### src/rtl/fcd_pkg.sv
// Package: shared encodings for the flash command sequence decoder.
// Assumes command decoding uses an 8-bit command byte.
package fcd_pkg;

    // Read path selection driven to the data-out mux.
    typedef enum logic [1:0] {
        SEL_ARRAY  = 2'd0,
        SEL_IDENT  = 2'd1,
        SEL_STATUS = 2'd2
    } rd_sel_e;

    // Sequence recogniser states.
    typedef enum logic [3:0] {
        ST_IDLE,
        ST_UNL1,
        ST_UNL2,
        ST_PGM_WAIT,
        ST_ERS_UNL0,
        ST_ERS_UNL1,
        ST_ERS_UNL2,
        ST_BUSY_PGM,
        ST_BUSY_ERS
    } seq_state_e;

    localparam logic [7:0] KEY_FIRST   = 8'hAA;
    localparam logic [7:0] KEY_SECOND  = 8'h55;
    localparam logic [7:0] OP_READ     = 8'hF0;
    localparam logic [7:0] OP_IDENT    = 8'h90;
    localparam logic [7:0] OP_PROGRAM  = 8'hA0;
    localparam logic [7:0] OP_ERS_SET  = 8'h80;
    localparam logic [7:0] OP_ERS_CHIP = 8'h10;
    localparam logic [7:0] OP_STATUS   = 8'h70;
    localparam logic [7:0] OP_CLEAR    = 8'h50;
    localparam logic [7:0] OP_SUSPEND  = 8'hB0;

    localparam logic [7:0] MFR_CODE    = 8'hC2;
    localparam logic [7:0] DEV_CODE    = 8'h6B;

endpackage

### src/rtl/fcd_seq.sv
// Module: fcd_seq
// Recognises unlock-prefixed command sequences from write cycles and
// tracks the write-engine busy phases. Request outputs are registered
// one-cycle pulses; take_pgm is a combinational capture strobe asserted
// in the same cycle as the program write.
// Assumes wr_en is a single-cycle strobe per bus write.
module fcd_seq
    import fcd_pkg::*;
#(
    parameter int          CMD_W   = 15,
    parameter logic [14:0] ADDR_LO = 15'h5555,
    parameter logic [14:0] ADDR_HI = 15'h2AAA
) (
    input  logic             clk,
    input  logic             rst_n,
    input  logic             wr_en,
    input  logic [CMD_W-1:0] cmd_addr,
    input  logic [7:0]       cmd_byte,
    input  logic             eng_busy,
    input  logic             eng_done,
    output rd_sel_e          sel,
    output logic             take_pgm,
    output logic             prog_pulse,
    output logic             erase_pulse,
    output logic             susp_pulse,
    output logic             clr_pulse
);

    seq_state_e state, state_n;
    rd_sel_e    sel_n;
    logic       prog_n, erase_n, susp_n, clr_n;
    logic       at_lo, at_hi;

    // Compare the command address against the two unlock locations.
    assign at_lo = (cmd_addr == ADDR_LO[CMD_W-1:0]);
    assign at_hi = (cmd_addr == ADDR_HI[CMD_W-1:0]);

    // Next-state and request decode for one write cycle.
    always_comb begin
        state_n  = state;
        sel_n    = sel;
        prog_n   = 1'b0;
        erase_n  = 1'b0;
        susp_n   = 1'b0;
        clr_n    = 1'b0;
        take_pgm = 1'b0;
        case (state)
            ST_IDLE: begin
                if (wr_en) begin
                    if (at_lo && cmd_byte == KEY_FIRST) begin
                        state_n = ST_UNL1;
                    end else begin
                        sel_n = SEL_ARRAY;
                    end
                end
            end
            ST_UNL1: begin
                if (wr_en) begin
                    if (at_hi && cmd_byte == KEY_SECOND) begin
                        state_n = ST_UNL2;
                    end else begin
                        state_n = ST_IDLE;
                        sel_n   = SEL_ARRAY;
                    end
                end
            end
            ST_UNL2: begin
                if (wr_en) begin
                    state_n = ST_IDLE;
                    if (!at_lo) begin
                        sel_n = SEL_ARRAY;
                    end else begin
                        case (cmd_byte)
                            OP_READ:    sel_n = SEL_ARRAY;
                            OP_IDENT:   sel_n = SEL_IDENT;
                            OP_STATUS:  sel_n = SEL_STATUS;
                            OP_CLEAR:   clr_n = 1'b1;
                            OP_PROGRAM: state_n = ST_PGM_WAIT;
                            OP_ERS_SET: state_n = ST_ERS_UNL0;
                            default:    sel_n = SEL_ARRAY;
                        endcase
                    end
                end
            end
            ST_PGM_WAIT: begin
                if (wr_en) begin
                    take_pgm = 1'b1;
                    prog_n   = 1'b1;
                    sel_n    = SEL_STATUS;
                    state_n  = ST_BUSY_PGM;
                end
            end
            ST_ERS_UNL0: begin
                if (wr_en) begin
                    if (at_lo && cmd_byte == KEY_FIRST) begin
                        state_n = ST_ERS_UNL1;
                    end else begin
                        state_n = ST_IDLE;
                        sel_n   = SEL_ARRAY;
                    end
                end
            end
            ST_ERS_UNL1: begin
                if (wr_en) begin
                    if (at_hi && cmd_byte == KEY_SECOND) begin
                        state_n = ST_ERS_UNL2;
                    end else begin
                        state_n = ST_IDLE;
                        sel_n   = SEL_ARRAY;
                    end
                end
            end
            ST_ERS_UNL2: begin
                if (wr_en) begin
                    if (at_lo && cmd_byte == OP_ERS_CHIP) begin
                        erase_n = 1'b1;
                        sel_n   = SEL_STATUS;
                        state_n = ST_BUSY_ERS;
                    end else begin
                        state_n = ST_IDLE;
                        sel_n   = SEL_ARRAY;
                    end
                end
            end
            ST_BUSY_PGM: begin
                sel_n = SEL_STATUS;
                if (eng_done) begin
                    state_n = ST_IDLE;
                end
            end
            ST_BUSY_ERS: begin
                sel_n = SEL_STATUS;
                if (eng_done) begin
                    state_n = ST_IDLE;
                end else if (wr_en && eng_busy && cmd_byte == OP_SUSPEND) begin
                    susp_n = 1'b1;
                end
            end
            default: begin
                state_n = ST_IDLE;
                sel_n   = SEL_ARRAY;
            end
        endcase
    end

    // Register state, read selection and request pulses.
    always_ff @(posedge clk) begin
        if (!rst_n) begin
            state       <= ST_IDLE;
            sel         <= SEL_ARRAY;
            prog_pulse  <= 1'b0;
            erase_pulse <= 1'b0;
            susp_pulse  <= 1'b0;
            clr_pulse   <= 1'b0;
        end else begin
            state       <= state_n;
            sel         <= sel_n;
            prog_pulse  <= prog_n;
            erase_pulse <= erase_n;
            susp_pulse  <= susp_n;
            clr_pulse   <= clr_n;
        end
    end

endmodule

### src/rtl/fcd_prog_latch.sv
// Module: fcd_prog_latch
// Holds the full program target address and data word, loaded when
// the sequence recogniser signals the program write cycle.
// Assumes capture is a single-cycle strobe.
module fcd_prog_latch #(
    parameter int ADDR_W = 20,
    parameter int DATA_W = 16
) (
    input  logic              clk,
    input  logic              rst_n,
    input  logic              capture,
    input  logic [ADDR_W-1:0] addr_in,
    input  logic [DATA_W-1:0] data_in,
    output logic [ADDR_W-1:0] addr_q,
    output logic [DATA_W-1:0] data_q
);

    // Load target address and data on the program write.
    always_ff @(posedge clk) begin
        if (!rst_n) begin
            addr_q <= '0;
            data_q <= '0;
        end else if (capture) begin
            addr_q <= addr_in;
            data_q <= data_in;
        end
    end

endmodule

### src/rtl/fcd_id_read.sv
// Module: fcd_id_read
// Returns the manufacturer or device identifier for a read strobe while
// identifier mode is active; other reads load zero.
// Assumes the identifier locations are command-address offsets 0 and 1.
module fcd_id_read
    import fcd_pkg::*;
#(
    parameter int CMD_W = 15
) (
    input  logic             clk,
    input  logic             rst_n,
    input  logic             rd_en,
    input  logic             ident_mode,
    input  logic [CMD_W-1:0] id_addr,
    output logic [7:0]       id_q
);

    logic [7:0] code;

    // Pick the identifier byte for the presented offset.
    always_comb begin
        if (!ident_mode) begin
            code = 8'h00;
        end else if (id_addr == CMD_W'(0)) begin
            code = MFR_CODE;
        end else if (id_addr == CMD_W'(1)) begin
            code = DEV_CODE;
        end else begin
            code = 8'h00;
        end
    end

    // Register the identifier byte on each read strobe.
    always_ff @(posedge clk) begin
        if (!rst_n) begin
            id_q <= 8'h00;
        end else if (rd_en) begin
            id_q <= code;
        end
    end

endmodule

### src/rtl/flash_cmd_decoder.sv
// Module: flash_cmd_decoder
// Top of the flash command sequence decoder: splits the bus into the
// decoded command fields, recognises sequences, captures the program
// target and serves identifier reads.
// Assumes one bus operation per strobe and a single clock domain.
module flash_cmd_decoder
    import fcd_pkg::*;
#(
    parameter int ADDR_W = 20,
    parameter int DATA_W = 16,
    parameter int CMD_W  = 15
) (
    input  logic              clk,
    input  logic              rst_n,
    input  logic              wr_en,
    input  logic              rd_en,
    input  logic [ADDR_W-1:0] addr,
    input  logic [DATA_W-1:0] wdata,
    input  logic              eng_busy,
    input  logic              eng_done,
    output logic [1:0]        rd_sel,
    output logic [7:0]        id_data,
    output logic              prog_req,
    output logic              erase_req,
    output logic              suspend_req,
    output logic              clr_stat,
    output logic [ADDR_W-1:0] prog_addr,
    output logic [DATA_W-1:0] prog_data
);

    localparam int BYTE_W = 8;

    logic [CMD_W-1:0]  cmd_addr;
    logic [BYTE_W-1:0] cmd_byte;
    rd_sel_e           sel;
    logic              take_pgm;

    assign cmd_addr = addr[CMD_W-1:0];
    assign cmd_byte = wdata[BYTE_W-1:0];
    assign rd_sel   = sel;

    fcd_seq #(
        .CMD_W (CMD_W)
    ) u_seq (
        .clk         (clk),
        .rst_n       (rst_n),
        .wr_en       (wr_en),
        .cmd_addr    (cmd_addr),
        .cmd_byte    (cmd_byte),
        .eng_busy    (eng_busy),
        .eng_done    (eng_done),
        .sel         (sel),
        .take_pgm    (take_pgm),
        .prog_pulse  (prog_req),
        .erase_pulse (erase_req),
        .susp_pulse  (suspend_req),
        .clr_pulse   (clr_stat)
    );

    fcd_prog_latch #(
        .ADDR_W (ADDR_W),
        .DATA_W (DATA_W)
    ) u_latch (
        .clk     (clk),
        .rst_n   (rst_n),
        .capture (take_pgm),
        .addr_in (addr),
        .data_in (wdata),
        .addr_q  (prog_addr),
        .data_q  (prog_data)
    );

    fcd_id_read #(
        .CMD_W (CMD_W)
    ) u_id (
        .clk        (clk),
        .rst_n      (rst_n),
        .rd_en      (rd_en),
        .ident_mode (sel == SEL_IDENT),
        .id_addr    (cmd_addr),
        .id_q       (id_data)
    );

endmodule

### config.mk
export PLATFORM = sky130hd
export DESIGN_NAME = flash_cmd_decoder
export DESIGN_NICKNAME = d
export VERILOG_FILES = /design/src/rtl/fcd_pkg.sv /design/src/rtl/fcd_seq.sv /design/src/rtl/fcd_prog_latch.sv /design/src/rtl/fcd_id_read.sv /design/src/rtl/flash_cmd_decoder.sv
export SDC_FILE = /design/constraint.sdc
export NUM_CORES = 1
export LEC_CHECK = 0
export ABC_AREA = 1
export BUFFER_PORTS_ARGS = -buffer_cell sky130_fd_sc_hd__buf_2
export CAP_MARGIN = 20
export CORE_MARGIN = 2
export CORE_UTILIZATION = 50
export CTS_BUF_LIST = sky130_fd_sc_hd__clkbuf_8
export CTS_CLUSTER_SIZE = 10
export DETAILED_ROUTE_END_ITERATION = 16
export PLACE_DENSITY_LB_ADDON = 0.05
export SETUP_SLACK_MARGIN = 0.2
export SLEW_MARGIN = 20
export SYNTH_ARGS = -nofsm -noshare
export SYNTH_HDL_FRONTEND = slang
export SYNTH_SLANG_ARGS = --single-unit
### constraint.sdc
create_clock -name clk -period 1.5 [get_ports clk]
set_clock_uncertainty 0.05 [all_clocks]
set_input_delay 0.225 -clock clk [delete_from_list [all_inputs] [get_ports clk]]
set_output_delay 0.225 -clock clk [all_outputs]
set_load 0.01 [all_outputs]
== Word-level counts from Yosys, hierarchy flattened ==
Index checks and enable logic that the tools add are counted.

* Flip-flop bits (word level): 54
* Memories: 0
* Bits in read-only memories: 0
* Logic and storage cells: 97
* Memory bits (writable): 0
* Input bits: 42
* Output and inout port bits: 50
* Latch bits: 0

* Multiply operators: 0
* $lt $le $gt $ge: 0
* Divide/modulo/power cells: 0
* Bitwise operators: 2
* $add $sub $neg: 0
* Reductions and logical operators: 16
* Shift-type cells: 0
* Equal/unequal tests: 35
* Mux-type cells: 35

{| class="wikitable"
|+ Operators with widths
! operator !! count
|-
| 4-bit 2-to-1 mux || 11
|-
| 8-bit equality test, second input constant || 5
|-
| 4-bit case mux with 8 select lines || 1
|-
| 8-bit by 7-bit equality test with 1-bit output, second input constant || 3
|-
| 2-bit 2-to-1 mux || 10
|-
| 2-bit != test, second input constant || 9
|-
| 4-bit by 3-bit equality test with 1-bit output, second input constant || 4
|-
| 8-bit 2-to-1 mux || 2
|-
| 15-bit by 1-bit equality test with 1-bit output, second input constant || 1
|-
| 15-bit by 14-bit equality test with 1-bit output, second input constant || 1
|-
| 15-bit equality test, second input constant || 1
|-
| 15-bit zero test || 1
|-
| 2-bit case mux with 6 select lines || 1
|-
| 9-bit AND reduction || 1
|-
| 4-bit by 2-bit equality test with 1-bit output, second input constant || 2
|-
| 8-bit by 5-bit equality test with 1-bit output, second input constant || 1
|-
| 2-bit by 1-bit != test with 1-bit output, second input constant || 4
|-
| 8-bit AND reduction || 1
|-
| 7-bit 2-to-1 mux || 1
|-
| 3-bit 2-to-1 mux || 2
|-
| 2-bit case mux with 3 select lines || 1
|-
| 3-bit case mux with 2 select lines || 1
|-
| 2-bit OR reduction || 3
|-
| 3-bit OR reduction || 2
|-
| other kinds (10) || 19
|}

== Longest topological paths before layout ==
Gate-level depths: netlist (run 1).

* Word-level depth: 6
* Gate-level depth with buffers: 11
* Depth with buffers taken out: 11

== By module ==
From an unflattened synthesis (run 1), not the netlist that was laid out.

* Cell total of the unflattened synthesis: 471
* Area total of the unflattened synthesis: 3100.5 um2

{| class="wikitable"
|+ Modules (own cells, without submodules)
! module !! area each (um2) !! times used !! sequential area each (um2) !! cells an instance
|-
| fcd_prog_latch || 1818.0 || 1 || 720.7 || 228
|-
| fcd_seq || 1044.8 || 1 || 200.2 || 201
|-
| fcd_id_read || 227.7 || 1 || 60.1 || 40
|-
| flash_cmd_decoder || 10.0 || 1 || 0.0 || 2
|}

== Worst setup path after synthesis (run 1) ==
OpenSTA, ideal clock, no wires.

* Kind: flip-flop to flip-flop
* Start: register u_seq.state[1]
* End: register u_seq.state[1]
* Path buffers: 0
* Library setup time: 68 ps
* Arrival: 1160 ps
* Clock period less this slack: 1278 ps
* Required time: 1382 ps
* Slack: 222 ps
* Cell stages (with the launch flop): 10
* Cells stage by stage: dfxtp_1 -> nor2_1 -> nand3_1 -> o21ai_1 -> nand2_1 -> nand2_2 -> inv_1 -> nand2_1 -> nand2_1 -> a21oi_2

* Word-level cells in the longest chain between the ends: 4
* Elaborated cells on any way between the ends: 21
* Those cells by class: eq/ne: 17; mux: 1; reduce/logical: 3

{| class="wikitable"
|+ Ends and longest elaborated chain
! element !! line !! RTL
|-
| from (decl) || fcd_seq.sv:29 || <nowiki>seq_state_e state, state_n;</nowiki>
|-
| from (signal assigned) || fcd_seq.sv:156 || <nowiki>state <= state_n;</nowiki>
|-
| 4-bit by 3-bit equality test with 1-bit output / 4-bit equality test (equally long branches) || fcd_seq.sv:47 || <nowiki>case (state)</nowiki>
|-
| 2-bit OR reduction (no source line) || -- ||
|-
| 2-bit by 1-bit != test with 1-bit output (no source line) || -- ||
|-
| 9-bit AND reduction (no source line) || -- ||
|}

Parallel ways exist; a longest one is shown, timed or not.
A chain may end at the register's enable or synchronous reset.

== Worst setup path after layout (run 1) ==
* Start: register u_seq.state[1]
* End: register u_seq.sel[0]

* Word-level cells in the longest chain between the ends: 4
* Elaborated cells on any way between the ends: 22
* Those cells by class: eq/ne: 16; mux: 1; reduce/logical: 5

{| class="wikitable"
|+ Ends and longest elaborated chain
! element !! line !! RTL
|-
| 4-bit by 1-bit equality test with 1-bit output (tied with other cells) || fcd_seq.sv:47 ||
|-
| 2-bit OR reduction (no source line) || -- ||
|-
| 2-bit != test (no source line) / 2-bit by 1-bit != test with 1-bit output (equally long branches) || -- ||
|-
| 8-bit AND reduction (no source line) || -- ||
|-
| to (signal assigned) || fcd_seq.sv:157 || <nowiki>sel <= sel_n;</nowiki>
|-
| to (decl) || fcd_seq.sv:21 || <nowiki>output rd_sel_e sel,</nowiki>
|}

Parallel ways exist; a longest one is shown, timed or not.

==> run_results.csv, run 1 <==
group,metric,value,unit
min_path,hold_class,"input port to flip-flop",
routing,routed_wl,7.17,mm
timing,finalCriticalPeriod,1.36,ns
routing,num_vias,2790,
power_and_ir_drop,ir_drop,493,uV
synth,synth-seq-area-share,38.7,%
power_and_ir_drop,p_sw_share,27.0,%
synth,synth-seq-cells,49,
power_and_ir_drop,p_switching,0.000636,W
global_routing,track_usage,24.9,%
critical_path,crit_fanout,5,
clock_tree,clkTransAtPathRegs,0.09,ns
timing,slew_viol_final,0,
critical_path,critPathMaxStageDelay,0.41,ns
power_and_ir_drop,powerDensity,700,nW/um^2
global_routing,gr-total-overflow,0,
power_and_ir_drop,leakagePower,1.59,nW
status,outcome,"finished clean",
critical_path,critPathLaunchType,"flip-flop",
routing,highest_layer,"met4",
synth,syn_inst,374,
routing,dr.pass1.iters,4,
clock_tree,cts_buffer_depth,2,
clock_tree,cts_root_buf,"clkbuf_8",
placed_design,port_buffers,89,
clock_tree,clock_sinks,49,
critical_path,critPathRequiredTime,1.70,ns
synth,syn_area,2540,um^2
synth,synth_edf_count,0,
floorplan,start_util,52.6,%
routing,ant_nets,0,
critical_path,crit_cells,9,
routing,drt_iter0_drc,147,
floorplan,placementRows,25,
clock_tree,cts_tree,"built",
critical_path,end_kind,"flip-flop",
synth,synth_warnings,0,
floorplan,fp.dieH,75.2,um
final_layout,synthToLayoutAreaGrowth,32.8,%
critical_path,cp_num_buf_inv,1,
min_path,min_path_cells,3,
routing,drc,0,
clock_tree,htreeDepth,2,
clock_tree,cts_buffers,5,
power_and_ir_drop,clkPwrFrac,32.9,%
floorplan,core_area,4820,um^2
global_routing,grt_max_degree,28,
critical_path,critPathArrivalTime,1.56,ns
synth,synth.distinct_cells,30,
power_and_ir_drop,p_int,0.00172,W
floorplan,dieWidth,75.2,um
timing,finalSetupViolCount,0,
final_layout,nets,517,
synth,avgSynthCellArea,6.78,um^2
timing,rsz0062_at_grt,"true",
timing,fmax,0.734,GHz
routing,wl_met1,3.20,mm
final_layout,n_antenna_cell,0,
synth,synthArstFlopShare,0,%
floorplan,io_pins,92,
routing,wl_met2,3.53,mm
final_layout,mostFrequentLayoutCell,"buf_2",
routing,via_per_inst,5.14,
placed_design,hpwl,5.18,mm
final_layout,final_cell_mix,"89 x buf_2, 87 x nand2_1, 50 x nand3_1",
timing,finalHoldViolations,0,
floorplan,dieArea,5660,um^2
critical_path,worstPathCellList,"nand2_4 > o21ai_2 > nor2_2 > buf_4 > nor2_2 > nand3_2 > nand2_1 > nand2_1 > nor2_1",
final_layout,fin_util,69.9,%
critical_path,rr_worst_depth,9,
global_routing,antenna_found_initial,0,
global_routing,grt_pass1_vias,2411,
final_layout,layout-drive-gt1-share,34.2,%
critical_path,cpMaxStageDelayCell,"dfxtp_4",
run,maxCapViolCount,0,
routing,avgRoutedWirePerCell,13.2,um
power_and_ir_drop,pwr-share-seq,55.5,%
power_and_ir_drop,p_comb_share,11.6,%
clock_tree,insertion_delay,0.30,ns
critical_path,path_class,"flip-flop to flip-flop",
placed_design,globalplace.congestion,0.888,
timing,min_period_over_period,90.8,%
placed_design,dp.cells,527,
global_routing,grt_pass1_wl,10.9,mm
routing,wl_met3,370,um
final_layout,layout.cells.non_filler,543,
synth,ys.flop_type,"dfxtp_1",
critical_path,cp_top_family,"simple AND/OR/NAND/NOR gates",
critical_path,r2r_slack,0.14,ns
[metal layers]
layer | global-route usage (%) | vias up
met5 | 0 | -
met4 | 6.24 | 0
met3 | 4.55 | 7
met2 | 43.3 | 90
met1 | 31.9 | 1284
li1 | - | 1409
[kinds of logic (layout without fill, tap and decap cells)]
kind of cell           Yosys count  in the layout  share of synthesized area [%]
and+or+nand+nor                218            218                           41.1
other                            1              2                          0.148
buffers and inverters           60            161                           10.2
DFF                             49             49                           38.7
AOI/OAI and AO/OA               46             46                           9.82
[path summary, 6_finish.rpt]
kind / start / endpoint
max: u_seq.state[1] / u_seq.sel[0]
min: addr[16] / u_latch.addr_q[16]
max reg2reg: u_seq.state[1] / u_seq.sel[0]
min reg2reg: u_latch.addr_q[19] / u_latch.addr_q[19]
[what timing repair did]
item,CTS,global route
gates cloned,1,0
endpoints found under the hold margin,0,0
resized for setup,25,8
hold buffers,0,0
pin swaps,7,7
buffers inserted,4,3
setup endpoints to repair,42,44
[cells in the mapped netlist, types with 3 or more instances]
master	number	area share, %
inv_2	3	0.44
nand4_1	10	2.5
buf_4	7	2.1
nor2_2	3	0.74
clkbuf_1	6	0.89
o21ai_1	3	0.59
a21oi_1	40	7.9
dfxtp_1	49	39
nor4_1	3	0.74
nand2_2	3	0.74
nor2_1	37	5.5
nand3_1	51	10
nand2_1	89	13
inv_1	36	5.3
nor3_1	10	2.0
buf_2	6	1.2
[power groups by stage]
stage | Combinational, W | Clock [W] | Sequential, W
floorplan | 0.000129 | 0 | 0.00134
global placement | 0.000261 | 0 | 0.00134
detailed placement | 0.000262 | 0 | 0.00134
CTS | 0.000270 | 0.000790 | 0.00131
global route | 0.000300 | 0.000850 | 0.00131
finish | 0.000274 | 0.000777 | 0.00131
[worst min-delay path: cells and delay by family]
family	cells	cell delay [ns]
buf+inv	1	0.09
simple gates	1	0.07
compound gates	1	0.05
[registers in the layout, indices dropped and copies added, names as in the netlist]
name,flops
u_id.id_q,3
u_latch.addr_q,20
u_latch.data_q,16
u_seq.clr_pulse,1
u_seq.erase_pulse,1
u_seq.prog_pulse,1
u_seq.sel,2
u_seq.state,4
u_seq.susp_pulse,1
[per-stage QoR]
step                      power [W]  hold WS, ns  instance area [um^2]  TNS, ns  worst slack [ns]
after floorplan             0.00147        0.273                  2540        0             0.222
after global placement      0.00160        0.395                  3090  -0.0354           -0.0167
after detailed placement    0.00160        0.399                  3090        0          0.000627
after CTS                   0.00237        0.125                  3320        0             0.159
after global routing        0.00246        0.120                  3370        0            0.0389
final                       0.00236        0.128                  3370        0             0.138
[layout make-up]
class | count | area [um^2]
clock inverters | 3 | 18.8
clock buffers | 5 | 68.8
multi-input cells | 266 | 1370
inverters | 40 | 153
well taps | 67 | 83.8
repair buffers | 113 | 686
fillers | 437 | 1450
flip-flops and latches | 49 | 993
Note: power is estimated with default switching activity, not from simulation.
==> run 2: changes to the inputs <==
Settings changed: CELL_PAD_IN_SITES_DETAIL_PLACEMENT set to 0, CELL_PAD_IN_SITES_GLOBAL_PLACEMENT set to 1, CORE_UTILIZATION 50 to 35, PLACE_DENSITY set to 0.87, PLACE_DENSITY_LB_ADDON 0.05 to not set.
==> run_results.csv, run 2 (synthesis gave the netlist of run 1 again) <==
group,metric,value,unit
placed_design,globalplace.congestion,0.897,
placed_design,hpwl,5.68,mm
global_routing,grt_pass1_vias,2572,
timing,finalHoldViolations,0,
critical_path,path_class,"flip-flop to flip-flop",
run,maxCapViolCount,0,
placed_design,preCtsSetupSlack,-0.00719,ns
floorplan,core_area,7140,um^2
final_layout,largest_reg_flops,20,
timing,slew_viol_final,0,
clock_tree,cts_root_buf,"clkbuf_8",
critical_path,critPathRequiredTime,1.69,ns
timing,rsz0062_at_grt,"true",
timing,finalSetupViolCount,0,
final_layout,nets,533,
timing,layout_setup_ws,0.0915,ns
final_layout,layout-drive-gt1-share,46.1,%
final_layout,n_antenna_cell,0,
min_path,hold_class,"input port to flip-flop",
power_and_ir_drop,powerDensity,625,nW/um^2
critical_path,critPathArrivalTime,1.60,ns
status,outcome,"finished clean",
placed_design,dp.cells,569,
final_layout,top_regs,"u_latch.addr_q x20, u_latch.data_q x16, u_seq.state x4",
floorplan,start_util,35.5,%
floorplan,placementRows,31,
routing,drt_iter0_drc,148,
floorplan,dieArea,7940,um^2
critical_path,end_kind,"flip-flop",
critical_path,critPathLaunchType,"flip-flop",
clock_tree,cts_buffer_depth,2,
floorplan,io_pins,92,
final_layout,nFillCells,729,
routing,routed_wl,8.48,mm
final_layout,stdcell_area,3880,um^2
placed_design,port_buffers,89,
global_routing,antenna_found_initial,0,
global_routing,gr-total-overflow,0,
clock_tree,cts_buffers,5,
global_routing,track_usage,19.5,%
placed_design,dpl_cell_area,3210,um^2
routing,drc,0,
critical_path,r2r_slack,0.09,ns
timing,fmax,0.710,GHz
critical_path,crit_fanout,6,
clock_tree,clkTransAtPathRegs,0.10,ns
power_and_ir_drop,ir_drop,400,uV
routing,dr.pass1.iters,4,
routing,ant_nets,0,
final_layout,synthToLayoutAreaGrowth,53.0,%
timing,min_period_over_period,93.9,%
routing,via_per_inst,4.93,
floorplan,fp.dieH,89.1,um
clock_tree,insertion_delay,0.30,ns
power_and_ir_drop,leakagePower,1.72,nW
final_layout,final_cell_mix,"89 x buf_2, 84 x nand2_1, 45 x dfxtp_1",
routing,num_vias,2914,
global_routing,grt_max_degree,27,
global_routing,grt_pass1_wl,12.1,mm
floorplan,dieWidth,89.1,um
clock_tree,htreeDepth,2,
clock_tree,clock_sinks,49,
clock_tree,cts_tree,"built",
final_layout,mostFrequentLayoutCell,"buf_2",
final_layout,layout.cells.non_filler,591,
final_layout,largest_register,"u_latch.addr_q",
routing,avgRoutedWirePerCell,14.3,um
timing,finalCriticalPeriod,1.41,ns
## run 2: critical path: stages (launching register included)
cell     delay, ns
dfxtp_4       0.38
nor2_4        0.13
inv_4         0.06
nor2_4        0.14
buf_6         0.13
buf_12        0.13
buf_12        0.11
nand3_1       0.06
a21oi_1       0.15
## run 2: routing by layer
layer | routed length, um | part of all wire, % | vias up | global-route usage (%)
met4 | 93 | 1.1 | 0 | 6.92
met2 | 4010 | 47 | 94 | 29.7
met3 | 540 | 6.4 | 12 | 4.25
met1 | 3830 | 45 | 1362 | 27.2
li1 | - | - | 1446 | -
met5 | 0 | 0 | - | 0
## run 2: cell type report
type	instances	area, um^2	area share, %
Tap cell	99	124	3.19
Multi-Input combinational cell	266	1620	41.6
Sequential cell	49	996	25.7
Timing Repair Buffer	129	902	23.2
Inverter	40	158	4.06
Clock buffer	5	68.8	1.77
Clock inverter	3	17.5	0.451
## run 2: what timing repair did
item,CTS,global route
pin swaps,6,39
hold buffers,0,0
endpoints found under the hold margin,0,0
gates cloned,1,3
setup endpoints to repair,39,43
gates resized for setup,26,73
setup buffers,6,4
## run 2: final timing paths
kind / start / end / cells after the start
worst max-delay path: u_seq.state[2] / u_latch.data_q[13] / 8
worst min-delay path: wdata[9] / u_latch.data_q[9] / 3
worst max register to register: u_seq.state[2] / u_latch.data_q[13] / 8
worst min register to register: u_latch.addr_q[9] / u_latch.addr_q[9] / 2
## run 2: where the power goes
part / total, W / internal (W) / switching (W) / leakage [nW]
registers: 0.00131 / 0.00130 / 0.00000677 / 0.398
clock network: 0.000804 / 0.000327 / 0.000476 / 0.0497
logic: 0.000317 / 0.000111 / 0.000206 / 1.27
## run 2: stage by stage
step                      utilization, %  setup TNS [ns]  hold slack (ns)  power, W
after floorplan                        -               0            0.273   0.00147
after global placement              45.0               0            0.395   0.00162
after detailed placement            45.0        -0.00719            0.401   0.00162
after CTS                           48.5               0            0.111   0.00242
after global routing                54.4               0            0.111   0.00254
final                               54.4               0            0.112   0.00243
==> run 3: changes to the inputs <==
Settings changed: ABC_AREA 1 to not set, PLACE_DENSITY 0.87 to 0.86.
==> run_results.csv, run 3 <==
group,metric,value,unit
final_layout,synthToLayoutAreaGrowth,86.5,%
min_path,worstHoldStart,"wdata[15]",
floorplan,start_util,36.1,%
critical_path,cp_num_buf_inv,2,
synth,synthArstFlopShare,0,%
clock_tree,clock_sinks,49,
final_layout,top_regs,"u_latch.addr_q x20, u_latch.data_q x16, u_seq.state x4",
clock_tree,htreeDepth,2,
timing,finalSetupViolCount,44,
routing,via_per_inst,5.31,
routing,avgRoutedWirePerCell,17.9,um
power_and_ir_drop,powerDensity,564,nW/um^2
floorplan,dieArea,7170,um^2
critical_path,cp_top_family,"simple AND/OR/NAND/NOR gates",
synth,avgSynthCellArea,8.13,um^2
critical_path,critPathLaunchType,"input port",
synth,synthTopCellsByArea,"dfxtp_1 43%, nand2_1 14%, a21boi_0 13%",
final_layout,layout-drive-gt1-share,64.9,%
critical_path,critPathArrivalTime,2.03,ns
placed_design,dp.cells,477,
final_layout,layout.cells.non_filler,510,
power_and_ir_drop,p_total,0.00240,W
floorplan,dieWidth,84.7,um
floorplan,io_pins,92,
critical_path,cpMaxStageDelayCell,"or4_4",
synth,synth.distinct_cells,43,
timing,layout_setup_ws,-0.327,ns
critical_path,critPathRequiredTime,1.70,ns
final_layout,largest_reg_flops,20,
final_layout,n_antenna_cell,0,
synth,syn_area,2280,um^2
placed_design,preCtsSetupSlack,-0.577,ns
routing,routed_wl,9.11,mm
timing,rsz0062_at_grt,"true",
clock_tree,cts_tree,"built",
routing,drc,0,
global_routing,gr-total-overflow,0,
critical_path,crit_fanout,2,
final_layout,final_cell_mix,"86 x buf_2, 46 x buf_4, 45 x dfxtp_1",
synth,ys.flop_type,"dfxtp_1",
clock_tree,ctsHoldBuffers,0,
global_routing,grt_pass1_wl,13.5,mm
final_layout,nFillCells,499,
global_routing,antenna_found_initial,0,
critical_path,r2r_slack,-0.26,ns
timing,finalCriticalPeriod,1.83,ns
routing,ant_nets,0,
min_path,min_path_cells,3,
timing,finalHoldViolations,0,
critical_path,worstPathCellList,"buf_6 > or4_4 > buf_6 > nor4_4 > and3_4 > nor2_2 > or4_4 > o211ai_2",
run,maxCapViolCount,0,
min_path,worstHoldEndpoint,"u_latch.data_q[15]",
placed_design,port_buffers,89,
critical_path,critPathMaxStageDelay,0.53,ns
synth,synth_edf_count,0,
synth,synth_top_cell_by_area,"dfxtp_1",
synth,synth_common_cells,"83 x nand2_1, 49 x dfxtp_1, 39 x a21boi_0, 15 x clkbuf_1, 10 x nor2_1",
synth,synth_warnings,0,
timing,fmax,0.547,GHz
critical_path,r2r-start,"u_seq.state[1]",
floorplan,placementRows,29,
synth,synth-seq-area-share,43.1,%
global_routing,grt_pass1_vias,2655,
critical_path,path_class,"input port to flip-flop",
routing,drt_iter0_drc,116,
timing,min_period_over_period,122,%
clock_tree,cts_buffer_depth,2,
status,outcome,"finished with violations",
critical_path,rr_endpoint,"u_seq.state[0]",
synth,syn_inst,280,
floorplan,core_area,6310,um^2
final_layout,largest_register,"u_latch.addr_q",
power_and_ir_drop,leakagePower,1.88,nW
floorplan,fp.dieH,84.7,um
final_layout,nets,474,
placed_design,hpwl,5.09,mm
critical_path,rr_worst_depth,8,
synth,netlist.area_leader.share,43.1,%
placed_design,globalplace.congestion,0.901,
synth,synth_most_common_cell,"nand2_1",
global_routing,grt_max_degree,25,
timing,slew_viol_final,0,
status,violations,"setup timing",
clock_tree,cts_root_buf,"clkbuf_8",
clock_tree,insertion_delay,0.32,ns
routing,dr.pass1.iters,4,
power_and_ir_drop,ir_drop,490,uV
clock_tree,cts_buffers,5,
final_layout,fin_util,67.3,%
critical_path,end_kind,"flip-flop",
min_path,hold_class,"input port to flip-flop",
global_routing,track_usage,24.1,%
final_layout,mostFrequentLayoutCell,"buf_2",
clock_tree,clkTransAtPathRegs,0.10,ns
synth,synth-seq-cells,49,
timing,setup_tns,-4.80,ns
routing,num_vias,2707,
[run 3: cell count changes in the layout (fill, tap and decap cells not counted), moves of 19 or more]
cell | previous run | this run
nand2_1 | 84 | 28
inv_1 | 33 | 1
nand2_4 | 2 | 29
a21boi_1 | 0 | 25
nand3_2 | 25 | 0
nor2_1 | 32 | 8
buf_4 | 24 | 46
a21oi_2 | 22 | 1
nand3_1 | 23 | 4
[run 3: layer usage]
layer / vias up / track usage [%] / part of all wire (%)
met4: 0 / 7.79 / 2.5
met3: 24 / 5.31 / 6.7
met1: 1309 / 30.2 / 40
met5: - / 0 / 0
met2: 98 / 41.3 / 51
li1: 1276 / - / -
[run 3: timing repair]
item                                    CTS  global route
buffers inserted                          9             6
resized for setup                       102            96
cloned                                   10             0
endpoints found under the setup margin   47            47
pin swaps                                36            61
[run 3: logic make-up after synthesis]
family / after synthesis / share of synthesized area [%]
flops: 49 / 43.1
mux: 1 / 0.440
other cells: 1 / 0.165
compound gates: 56 / 17.9
xor+xnor: 1 / 0.385
simple gates: 149 / 33.3
buf+inv: 23 / 4.73
[run 3: power by group]
group             switching (W)  internal [W]
logic                  0.000126      0.000130
registers      0.00000000000323       0.00130
clock network          0.000508      0.000333
[run 3: area by class of cell]
class | instances | area [um^2] | area share (%)
multi-input combinational | 209 | 1710 | 40.3
timing repair buffer | 166 | 1360 | 31.9
sequential | 49 | 988 | 23.3
tap | 77 | 96.3 | 2.27
clock buffer | 5 | 68.8 | 1.62
clock inverter | 3 | 21.3 | 0.501
inverter | 1 | 3.75 | 0.0884
[run 3: how the worst max path moves through the flow]
| stage | to | cells after the start | slack, ns | start |
|---|---|---|---|---|
| 3_3_place_gp | u_seq.state[0] | 7 | -0.54 | addr[11] |
| 5_1_grt | u_seq.sel[1] | 8 | -0.37 | u_seq.state[1] |
| 3_5_place_dp | u_seq.state[0] | 7 | -0.58 | addr[11] |
| 2_1_floorplan | u_seq.state[0] | 6 | -0.36 | addr[11] |
| 4_1_cts | u_seq.state[3] | 4 | -0.23 | u_seq.state[2] |
| 6_report | u_seq.state[2] | 8 | -0.33 | addr[5] |
[run 3: through the flow]
step	hold slack, ns	instance area (um^2)
global placement	0.396	3160
global route	0.0860	4250
detailed placement	0.403	3160
CTS	0.0807	3810
finish	0.0833	4250
floorplan	0.320	2310
[run 3: worst min-delay path: cells and delay by family]
family / cells / cell delay [ns]
buf+inv: 1 / 0.09
simple gates: 1 / 0.04
compound gates: 1 / 0.04
